## src/rtl/led_dim_pkg.sv

```systemverilog
package led_dim_pkg;
  typedef enum logic [1:0] {
    WIN_ALL    = 2'b00,
    WIN_PWM    = 2'b01,
    WIN_CTL    = 2'b10,
    WIN_PWMCTL = 2'b11
  } win_e;

  typedef enum logic [1:0] {
    KEY_IDLE  = 2'd0,
    KEY_HALF  = 2'd1,
    KEY_ARMED = 2'd2,
    KEY_BAD   = 2'd3
  } key_e;

  localparam logic [2:0] DEV_PREFIX = 3'b110;
  localparam logic [3:0] BCAST_LO   = 4'h8;
  localparam logic [3:0] SRST_LO    = 4'hB;
  localparam logic [7:0] SRST_KEY0  = 8'hA5;
  localparam logic [7:0] SRST_KEY1  = 8'h5A;
  localparam logic [4:0] MODE1_RST  = 5'h11;
endpackage

```

## src/rtl/led_dim_session.sv

```systemverilog
module led_dim_session
  import led_dim_pkg::*;
(
  input  logic       clk_i,
  input  logic       rst_ni,
  input  logic [3:0] strap_i,
  input  logic       bcast_en_i,
  input  logic       start_i,
  input  logic       addr_valid_i,
  input  logic [6:0] addr_i,
  input  logic       rnw_i,
  input  logic       byte_valid_i,
  input  logic [7:0] byte_i,
  input  logic       stop_i,
  output logic       ack_o,
  output logic       ctrl_ld_o,
  output logic       reg_wr_o,
  output logic       rd_adv_o,
  output logic       srst_o
);
  logic own_ok, hit_own, hit_bc, hit_sr;
  logic ack_q, wr_q, rd_q, sr_q, first_q;
  key_e key_q, key_d;

  assign own_ok  = (strap_i != BCAST_LO) && (strap_i != SRST_LO);
  assign hit_own = own_ok && (addr_i == {DEV_PREFIX, strap_i});
  assign hit_bc  = !rnw_i && bcast_en_i && (addr_i == {DEV_PREFIX, BCAST_LO});
  assign hit_sr  = !rnw_i && (addr_i == {DEV_PREFIX, SRST_LO});

  always_comb begin
    unique case (key_q)
      KEY_IDLE: key_d = (byte_i == SRST_KEY0) ? KEY_HALF : KEY_BAD;
      KEY_HALF: key_d = (byte_i == SRST_KEY1) ? KEY_ARMED : KEY_BAD;
      default:  key_d = KEY_BAD;
    endcase
  end

  always_ff @(posedge clk_i or negedge rst_ni) begin
    if (!rst_ni) begin
      ack_q   <= 1'b0;
      wr_q    <= 1'b0;
      rd_q    <= 1'b0;
      sr_q    <= 1'b0;
      first_q <= 1'b0;
      key_q   <= KEY_IDLE;
    end else begin
      ack_q <= addr_valid_i && (hit_own || hit_bc || hit_sr);
      if (start_i || stop_i) begin
        wr_q    <= 1'b0;
        rd_q    <= 1'b0;
        sr_q    <= 1'b0;
        first_q <= 1'b0;
        key_q   <= KEY_IDLE;
      end else if (addr_valid_i) begin
        wr_q    <= (hit_own || hit_bc) && !rnw_i;
        rd_q    <= hit_own && rnw_i;
        sr_q    <= hit_sr;
        first_q <= 1'b1;
        key_q   <= KEY_IDLE;
      end else if (byte_valid_i) begin
        if (wr_q) first_q <= 1'b0;
        if (sr_q) key_q <= key_d;
      end
    end
  end

  assign ack_o     = ack_q;
  assign ctrl_ld_o = byte_valid_i && wr_q && first_q;
  assign reg_wr_o  = byte_valid_i && wr_q && !first_q;
  assign rd_adv_o  = byte_valid_i && rd_q;
  assign srst_o    = stop_i && sr_q && (key_q == KEY_ARMED);

  assert_ack_after_addr_R1: assert property (@(posedge clk_i) disable iff (!rst_ni)
    ack_o |-> $past(addr_valid_i));
  assert_read_only_own_R2: assert property (@(posedge clk_i) disable iff (!rst_ni)
    ack_o && $past(rnw_i) |-> $past(addr_i[3:0]) == $past(strap_i));
  assert_one_session_R13: assert property (@(posedge clk_i) disable iff (!rst_ni)
    $onehot0({wr_q, rd_q, sr_q}));
endmodule

```

## src/rtl/led_dim_ptr.sv

```systemverilog
module led_dim_ptr
  import led_dim_pkg::*;
#(
  parameter int NCH = 16
) (
  input  logic       clk_i,
  input  logic       rst_ni,
  input  logic       soft_rst_i,
  input  logic       ctrl_ld_i,
  input  logic [7:0] ctrl_i,
  input  logic       adv_i,
  output logic [4:0] ptr_o,
  output logic [2:0] ai_o
);
  localparam int NLO    = NCH / 4;
  localparam int PWM_LO = 2;
  localparam int PWM_HI = NCH + 1;
  localparam int CTL_LO = NCH + 2;
  localparam int MAP_HI = NCH + 3 + NLO;

  logic [4:0] ptr_q, lo_c, hi_c, nxt_c;
  logic [2:0] ai_q;

  always_comb begin
    unique case (win_e'(ai_q[1:0]))
      WIN_ALL:    begin lo_c = 5'd0;         hi_c = 5'(MAP_HI); end
      WIN_PWM:    begin lo_c = 5'(PWM_LO);   hi_c = 5'(PWM_HI); end
      WIN_CTL:    begin lo_c = 5'(CTL_LO);   hi_c = 5'(MAP_HI); end
      default:    begin lo_c = 5'(PWM_LO);   hi_c = 5'(MAP_HI); end
    endcase
    nxt_c = (ptr_q < lo_c || ptr_q >= hi_c) ? lo_c : ptr_q + 5'd1;
  end

  always_ff @(posedge clk_i or negedge rst_ni) begin
    if (!rst_ni) begin
      ptr_q <= '0;
      ai_q  <= '0;
    end else if (soft_rst_i) begin
      ptr_q <= '0;
      ai_q  <= '0;
    end else if (ctrl_ld_i) begin
      ptr_q <= ctrl_i[4:0];
      ai_q  <= ctrl_i[7:5];
    end else if (adv_i && ai_q[2]) begin
      ptr_q <= nxt_c;
    end
  end

  assign ptr_o = ptr_q;
  assign ai_o  = ai_q;

  assert_fixed_ptr_R5: assert property (@(posedge clk_i) disable iff (!rst_ni)
    adv_i && !ai_q[2] && !ctrl_ld_i && !soft_rst_i |=> $stable(ptr_q));
  assert_pwm_window_R4: assert property (@(posedge clk_i) disable iff (!rst_ni)
    adv_i && ai_q == 3'b101 && !ctrl_ld_i && !soft_rst_i |=>
      ptr_q >= 5'(PWM_LO) && ptr_q <= 5'(PWM_HI));
  assert_ctl_window_R4: assert property (@(posedge clk_i) disable iff (!rst_ni)
    adv_i && ai_q == 3'b110 && !ctrl_ld_i && !soft_rst_i |=>
      ptr_q >= 5'(CTL_LO) && ptr_q <= 5'(MAP_HI));
endmodule

```

## src/rtl/led_dim_bank.sv

```systemverilog
module led_dim_bank
  import led_dim_pkg::*;
#(
  parameter int NCH = 16
) (
  input  logic           clk_i,
  input  logic           rst_ni,
  input  logic           soft_rst_i,
  input  logic           wr_i,
  input  logic [4:0]     ptr_i,
  input  logic [7:0]     data_i,
  input  logic [2:0]     ai_i,
  input  logic           stop_i,
  output logic [7:0]     rd_data_o,
  output logic [NCH*8-1:0] duty_o,
  output logic [NCH*2-1:0] mode_o,
  output logic [7:0]     grp_duty_o,
  output logic [7:0]     grp_freq_o,
  output logic           osc_off_o,
  output logic [2:0]     sub_en_o,
  output logic           bcast_en_o,
  output logic           blink_o,
  output logic           err_clr_o
);
  localparam int NLO    = NCH / 4;
  localparam int PWM_LO = 2;
  localparam int PWM_HI = NCH + 1;
  localparam int GDUTY  = NCH + 2;
  localparam int GFREQ  = NCH + 3;
  localparam int LO_LO  = NCH + 4;
  localparam int LO_HI  = NCH + 3 + NLO;

  logic [4:0]         mode1_q;
  logic               blink_q, och_q, errc_q;
  logic [7:0]         gduty_q, gfreq_q;
  logic [NCH*8-1:0]   stage_flat;
  logic [NLO*8-1:0]   lo_flat;

  always_ff @(posedge clk_i or negedge rst_ni) begin
    if (!rst_ni) begin
      mode1_q <= MODE1_RST;
      blink_q <= 1'b0;
      och_q   <= 1'b0;
      errc_q  <= 1'b0;
      gduty_q <= '0;
      gfreq_q <= '0;
    end else if (soft_rst_i) begin
      mode1_q <= MODE1_RST;
      blink_q <= 1'b0;
      och_q   <= 1'b0;
      errc_q  <= 1'b0;
      gduty_q <= '0;
      gfreq_q <= '0;
    end else begin
      errc_q <= 1'b0;
      if (wr_i) begin
        if (ptr_i == 5'd0) mode1_q <= data_i[4:0];
        if (ptr_i == 5'd1) begin
          errc_q  <= data_i[7];
          blink_q <= data_i[5];
          och_q   <= data_i[3];
        end
        if (ptr_i == 5'(GDUTY)) gduty_q <= data_i;
        if (ptr_i == 5'(GFREQ)) gfreq_q <= data_i;
      end
    end
  end

  for (genvar c = 0; c < NCH; c++) begin : g_ch
    logic       hit;
    logic [7:0] stage_q, live_q;
    assign hit = wr_i && (ptr_i == 5'(PWM_LO + c));
    always_ff @(posedge clk_i or negedge rst_ni) begin
      if (!rst_ni) begin
        stage_q <= '0;
        live_q  <= '0;
      end else if (soft_rst_i) begin
        stage_q <= '0;
        live_q  <= '0;
      end else begin
        if (hit) stage_q <= data_i;
        if (hit && och_q) live_q <= data_i;
        else if (stop_i)  live_q <= stage_q;
      end
    end
    assign stage_flat[c*8 +: 8] = stage_q;
    assign duty_o[c*8 +: 8]     = live_q;
  end

  for (genvar r = 0; r < NLO; r++) begin : g_lo
    logic [7:0] lo_q;
    always_ff @(posedge clk_i or negedge rst_ni) begin
      if (!rst_ni)                                lo_q <= '0;
      else if (soft_rst_i)                        lo_q <= '0;
      else if (wr_i && ptr_i == 5'(LO_LO + r))    lo_q <= data_i;
    end
    assign lo_flat[r*8 +: 8] = lo_q;
  end

  always_comb begin
    rd_data_o = '0;
    if (ptr_i == 5'd0)
      rd_data_o = {ai_i, mode1_q};
    else if (ptr_i == 5'd1)
      rd_data_o = {2'b00, blink_q, 1'b0, och_q, 3'b000};
    else if (ptr_i >= 5'(PWM_LO) && ptr_i <= 5'(PWM_HI))
      rd_data_o = stage_flat[(int'(ptr_i) - PWM_LO)*8 +: 8];
    else if (ptr_i == 5'(GDUTY))
      rd_data_o = gduty_q;
    else if (ptr_i == 5'(GFREQ))
      rd_data_o = gfreq_q;
    else if (ptr_i >= 5'(LO_LO) && ptr_i <= 5'(LO_HI))
      rd_data_o = lo_flat[(int'(ptr_i) - LO_LO)*8 +: 8];
  end

  assign mode_o     = lo_flat;
  assign grp_duty_o = gduty_q;
  assign grp_freq_o = gfreq_q;
  assign osc_off_o  = mode1_q[4];
  assign sub_en_o   = mode1_q[3:1];
  assign bcast_en_o = mode1_q[0];
  assign blink_o    = blink_q;
  assign err_clr_o  = errc_q;

  assert_staged_hold_R8: assert property (@(posedge clk_i) disable iff (!rst_ni)
    !och_q && !stop_i && !soft_rst_i |=> $stable(duty_o));
  assert_errclr_src_R10: assert property (@(posedge clk_i) disable iff (!rst_ni)
    err_clr_o |-> $past(wr_i) && $past(ptr_i) == 5'd1);
  assert_srst_osc_R12: assert property (@(posedge clk_i) disable iff (!rst_ni)
    soft_rst_i |=> osc_off_o && bcast_en_o && grp_duty_o == 8'h00);
endmodule

```

## src/rtl/led_dim_regs.sv

```systemverilog
module led_dim_regs
  import led_dim_pkg::*;
#(
  parameter int NCH = 16
) (
  input  logic             clk_i,
  input  logic             rst_ni,
  input  logic [3:0]       strap_i,
  input  logic             start_i,
  input  logic             addr_valid_i,
  input  logic [6:0]       addr_i,
  input  logic             rnw_i,
  input  logic             byte_valid_i,
  input  logic [7:0]       byte_i,
  input  logic             stop_i,
  output logic             addr_ack_o,
  output logic [7:0]       rd_data_o,
  output logic [NCH*8-1:0] duty_o,
  output logic [NCH*2-1:0] mode_o,
  output logic [7:0]       grp_duty_o,
  output logic [7:0]       grp_freq_o,
  output logic             osc_off_o,
  output logic [2:0]       sub_en_o,
  output logic             blink_o,
  output logic             err_clr_o
);
  logic       bcast_en, ctrl_ld, reg_wr, rd_adv, srst;
  logic [4:0] ptr;
  logic [2:0] ai;

  led_dim_session u_sess (
    .clk_i        (clk_i),
    .rst_ni       (rst_ni),
    .strap_i      (strap_i),
    .bcast_en_i   (bcast_en),
    .start_i      (start_i),
    .addr_valid_i (addr_valid_i),
    .addr_i       (addr_i),
    .rnw_i        (rnw_i),
    .byte_valid_i (byte_valid_i),
    .byte_i       (byte_i),
    .stop_i       (stop_i),
    .ack_o        (addr_ack_o),
    .ctrl_ld_o    (ctrl_ld),
    .reg_wr_o     (reg_wr),
    .rd_adv_o     (rd_adv),
    .srst_o       (srst)
  );

  led_dim_ptr #(.NCH(NCH)) u_ptr (
    .clk_i      (clk_i),
    .rst_ni     (rst_ni),
    .soft_rst_i (srst),
    .ctrl_ld_i  (ctrl_ld),
    .ctrl_i     (byte_i),
    .adv_i      (reg_wr || rd_adv),
    .ptr_o      (ptr),
    .ai_o       (ai)
  );

  led_dim_bank #(.NCH(NCH)) u_bank (
    .clk_i      (clk_i),
    .rst_ni     (rst_ni),
    .soft_rst_i (srst),
    .wr_i       (reg_wr),
    .ptr_i      (ptr),
    .data_i     (byte_i),
    .ai_i       (ai),
    .stop_i     (stop_i),
    .rd_data_o  (rd_data_o),
    .duty_o     (duty_o),
    .mode_o     (mode_o),
    .grp_duty_o (grp_duty_o),
    .grp_freq_o (grp_freq_o),
    .osc_off_o  (osc_off_o),
    .sub_en_o   (sub_en_o),
    .bcast_en_o (bcast_en),
    .blink_o    (blink_o),
    .err_clr_o  (err_clr_o)
  );

  assert_ctrl_mirror_R3: assert property (@(posedge clk_i) disable iff (!rst_ni)
    ctrl_ld && !srst |=> rd_data_o[7:5] == $past(byte_i[7:5]) || ptr != 5'd0);
endmodule

```

## config.mk

```make
export PLATFORM = sky130hd
export DESIGN_NAME = led_dim_regs
export DESIGN_NICKNAME = d
export VERILOG_FILES = /design/src/rtl/led_dim_pkg.sv /design/src/rtl/led_dim_session.sv /design/src/rtl/led_dim_ptr.sv /design/src/rtl/led_dim_bank.sv /design/src/rtl/led_dim_regs.sv
export SDC_FILE = /design/constraint.sdc
export NUM_CORES = 1
export LEC_CHECK = 0
export ABC_AREA = 1
export CORE_MARGIN = 8
export CORE_UTILIZATION = 35
export DETAILED_ROUTE_END_ITERATION = 12
export DONT_BUFFER_PORTS = 1
export HOLD_SLACK_MARGIN = 0.08
export PLACE_DENSITY = 0.59
export SYNTH_ARGS = -nofsm -noshare
export SYNTH_HDL_FRONTEND = slang
export SYNTH_SLANG_ARGS = --single-unit
```

## constraint.sdc

```tcl
create_clock -name clk_i -period 3.25 [get_ports clk_i]
set_input_delay 0.4875 -clock clk_i [delete_from_list [all_inputs] [get_ports clk_i]]
set_output_delay 0.4875 -clock clk_i [all_outputs]
set_load 0.005 [all_outputs]
```

==> run metrics <==
sequential fraction of the synthesis area=48.8%; max capacitance violation total=0; r2r setup slk=0.59 ns; Critical Path AT=2.65 ns; Async S/R FF share, synth=100%; WP data required=2.76 ns; syn_nets=2226; First-pass DRT Iterations=7; crit-path cells=clkinvlp_4, buf_4, ha_4, buf_4, nand4_1, nand3_1, nand3_1, nand2_1, nand3_1, nand2_1; gr usage total=22.6%; Max Slew Vio Count=0; H-tree depth=2; clk sinks=327; grt total ovfl=0; deepest clock path buffer count=3; Pwr Density=465 mW/mm^2; first-pass GRT wire length=96.3 mm; initial antenna violation count=1; Setup crit end kind=output port; sequential share of power=47.7%; Synth cell types=45; cell internal pwr=6.73 mW; worst-case reg-to-reg path depth=9; DP Area=0.0174 mm^2; EDFF count, synth=0; Root Buffer Master=clkbuf_16; Worst VDD drop=0.312 mV; area of the multi-input gates=0.00731 mm^2; DRC=0; Fill cells=4848; clock network fraction of total power=49.1%; synthesized area per cell=7.69 um^2; RR Endpoint=u_bank.g_ch[9].live_q[3]; DR WL/cell=23.1 um; clk_lat worst skew=0.56 ns; Sw Pwr=2.02 mW; Synth Instances=2184; Buf/Inv on CP=3; worst hold margin=-0.343 ns; Die H=235 um; GPL Wtd Cong=0.942; Final WS setup=0.112 ns; FF-to-FF Start=u_ptr.ptr_o[2]; Max Fclk=319 MHz; pre-CTS WS=0.426 ns; routed wire length=64.7 mm; Net Sw Frac=23.1%; Hold Fails Final Rpt=326; Mapped Area=0.0168 mm^2; total die area=0.0552 mm^2; final setup fails=0; Worst Path Max Fanout=11; Layout area overhead=12.0%; failing checks=hold timing; minimum clock period=3.14 ns; vias in the first global route=14500; kind of critical path=reg -> out; status=finished, violations left; share of cells above drive strength 1=8.80%; Max-slew headroom=29.1%; width of the die=235 um; Boundary Pins=217; post-route ant nets=0; post-DP HPWL=45.1 mm; largest net degree at the start of global routing=328; CP delay by family, top=simple AND/OR/NAND/NOR gates; worst-margin pin slew=1.06 ns; hold_buf cts=3; final period utilization=96.6%; Core Box Area=0.0475 mm^2; Vias per Instance=5.46; setup TNS=0 ns; leak pwr=8.74 nW; slowest stage delay, CP=0.47 ns; Comb power frac=3.2%; IO buf count=0; Rows=80; clock slew at reported path FFs=0.07 ns; Crit. Startpoint=u_ptr.ptr_o[2]; post-route cell area=0.0188 mm^2; #FFs+latches synth=327; Layout Utilization=39.5%; clk_skew=0.0216 ns; nets=2196; Synth Flop Type=dfrtp_1; yosys warns=0; Crit-path slowest cell=dfrtp_2; Top cell by count, worst path=nand3_1; sequential cell area=0.00819 mm^2; HP Class=in -> async; Inserted Clock Buffers=38; First DRT Iteration DRCs=1462; Starting Density=35.3%; Vias=15300; type of origin of the critical path=flip-flop; TritonCTS clock tree=built
[power groups by stage]
stage,Combinational [mW],Clock (mW),Sequential (mW)
after floorplan,0.156,0,4.23
after global placement,0.270,0,4.25
after detailed placement,0.273,0,4.25
after CTS,0.277,4.39,4.18
after global routing,0.303,4.52,4.18
final,0.281,4.29,4.17
[state kept, by name (all words and copies together), names as in the netlist]
register	flops
u_bank.g_ch.stage_q	128
u_sess.rd_q	1
u_sess.ack_o	1
u_bank.och_q	1
u_bank.g_ch.live_q	128
u_ptr.ai_o	3
u_sess.first_q	1
u_bank.err_clr_o	1
u_bank.g_lo.lo_q	32
u_bank.grp_duty_o	8
u_ptr.ptr_o	5
u_sess.key_q	2
u_bank.mode1_q	5
u_sess.wr_q	1
u_bank.blink_o	1
u_bank.grp_freq_o	8
u_sess.sr_q	1
[cell usage after synthesis, types with 2 or more instances]
library cell,instances,area (um^2)
clkinv_1,3,11.3
inv_1,182,683
nor3_2,3,30.0
nand2_4,4,45.0
nand2_2,9,56.3
o21ai_0,355,1780
o211ai_1,13,97.6
nor2_2,6,37.5
nand4_1,24,150
nor4_1,2,12.5
nand2_1,627,2350
or2_2,8,50.1
ha_1,16,200
buf_6,6,67.6
xnor2_1,5,43.8
nand3b_1,7,52.6
nor2_1,86,323
buf_1,11,41.3
dfrtp_1,325,8130
a21oi_1,34,170
a21oi_4,2,32.5
o21bai_1,7,52.6
buf_4,2,15.0
nor4_4,4,85.1
dfstp_2,2,52.6
buf_2,38,190
o31ai_4,2,42.5
o21ai_1,33,165
nor3_1,2,10.0
clkbuf_1,78,293
nand3_1,271,1360
inv_4,2,12.5
inv_2,3,11.3
[kinds of logic (layout without fill, tap and decap cells)]
| family | Yosys count | after routing | synth area share, % |
|---|---|---|---|
| and+or+nand+nor | 1056 | 1056 | 27.5 |
| AOI/OAI and AO/OA | 453 | 453 | 14.3 |
| DFF | 327 | 327 | 48.8 |
| buffers and inverters | 326 | 323 | 7.95 |
| adders and majority gates | 16 | 16 | 1.19 |
| xor gates and xnor gates | 6 | 6 | 0.313 |
| other | 0 | 1 | 0 |
[layout make-up]
type	count	area share, %
timing repair inverter	1	0.0399
antenna	1	0.0133
clock inverter	11	0.453
tap	615	4.09
inverter	191	3.93
clock buffer	56	6.13
timing repair buffer	64	2.84
sequential	327	43.6
multi-input combinational	1531	38.9
[layout by cell type, fill, tap and decap left out, types with 4 or more instances in the layout]
cell type   instances
clkinv_2            9
o211ai_1           13
nand3b_1            7
nand2_4             4
clkinvlp_4          5
clkbuf_8            7
nand3_1           270
nor2_1             82
o21ai_1            33
buf_4              57
nand2_2            11
nand4_1            24
o21bai_1            7
clkbuf_16          41
o21ai_0           355
ha_1               14
inv_1             177
xnor2_1             5
nor4_4              4
clkbuf_1            8
nand2_1           625
dfrtp_1           322
inv_2               6
nor2_2             10
a21oi_1            33
or2_2               8
[repair_timing]
item                                    4_1_cts  5_1_grt
hold endpoints to repair                    330      327
cloned                                        1        0
endpoints found under the setup margin        8        8
gates resized for setup                      11        8
setup buffers                                 0        7
[metrics by stage]
step | power, mW | instances | hold slack [ns]
final | 8.75 | 2797 | -0.343
after global routing | 9.01 | 2796 | -0.371
after CTS | 8.85 | 2789 | -0.384
after detailed placement | 4.53 | 2718 | 0.219
after global placement | 4.52 | 2718 | 0.220
after floorplan | 4.38 | 2184 | 0.192
[how the worst max path moves through the flow]
stage	cells past startpoint	slack, ns	end
6_report	10	0.11	rd_data_o[4]
5_1_grt	10	-0.004	rd_data_o[2]
4_1_cts	9	-0.003	rd_data_o[4]
3_5_place_dp	9	0.43	rd_data_o[2]
3_3_place_gp	9	0.50	rd_data_o[2]
2_1_floorplan	14	0.40	rd_data_o[0]
[routing by layer]
metal / track usage [%] / routed length (um) / vias up
li1: - / - / 7109
met1: 29.1 / 26800 / 7427
met2: 35.2 / 29200 / 623
met3: 7.75 / 6540 / 106
met4: 7.45 / 2060 / 0
met5: 0 / 0 / -
(Power assumes the default switching activity.)
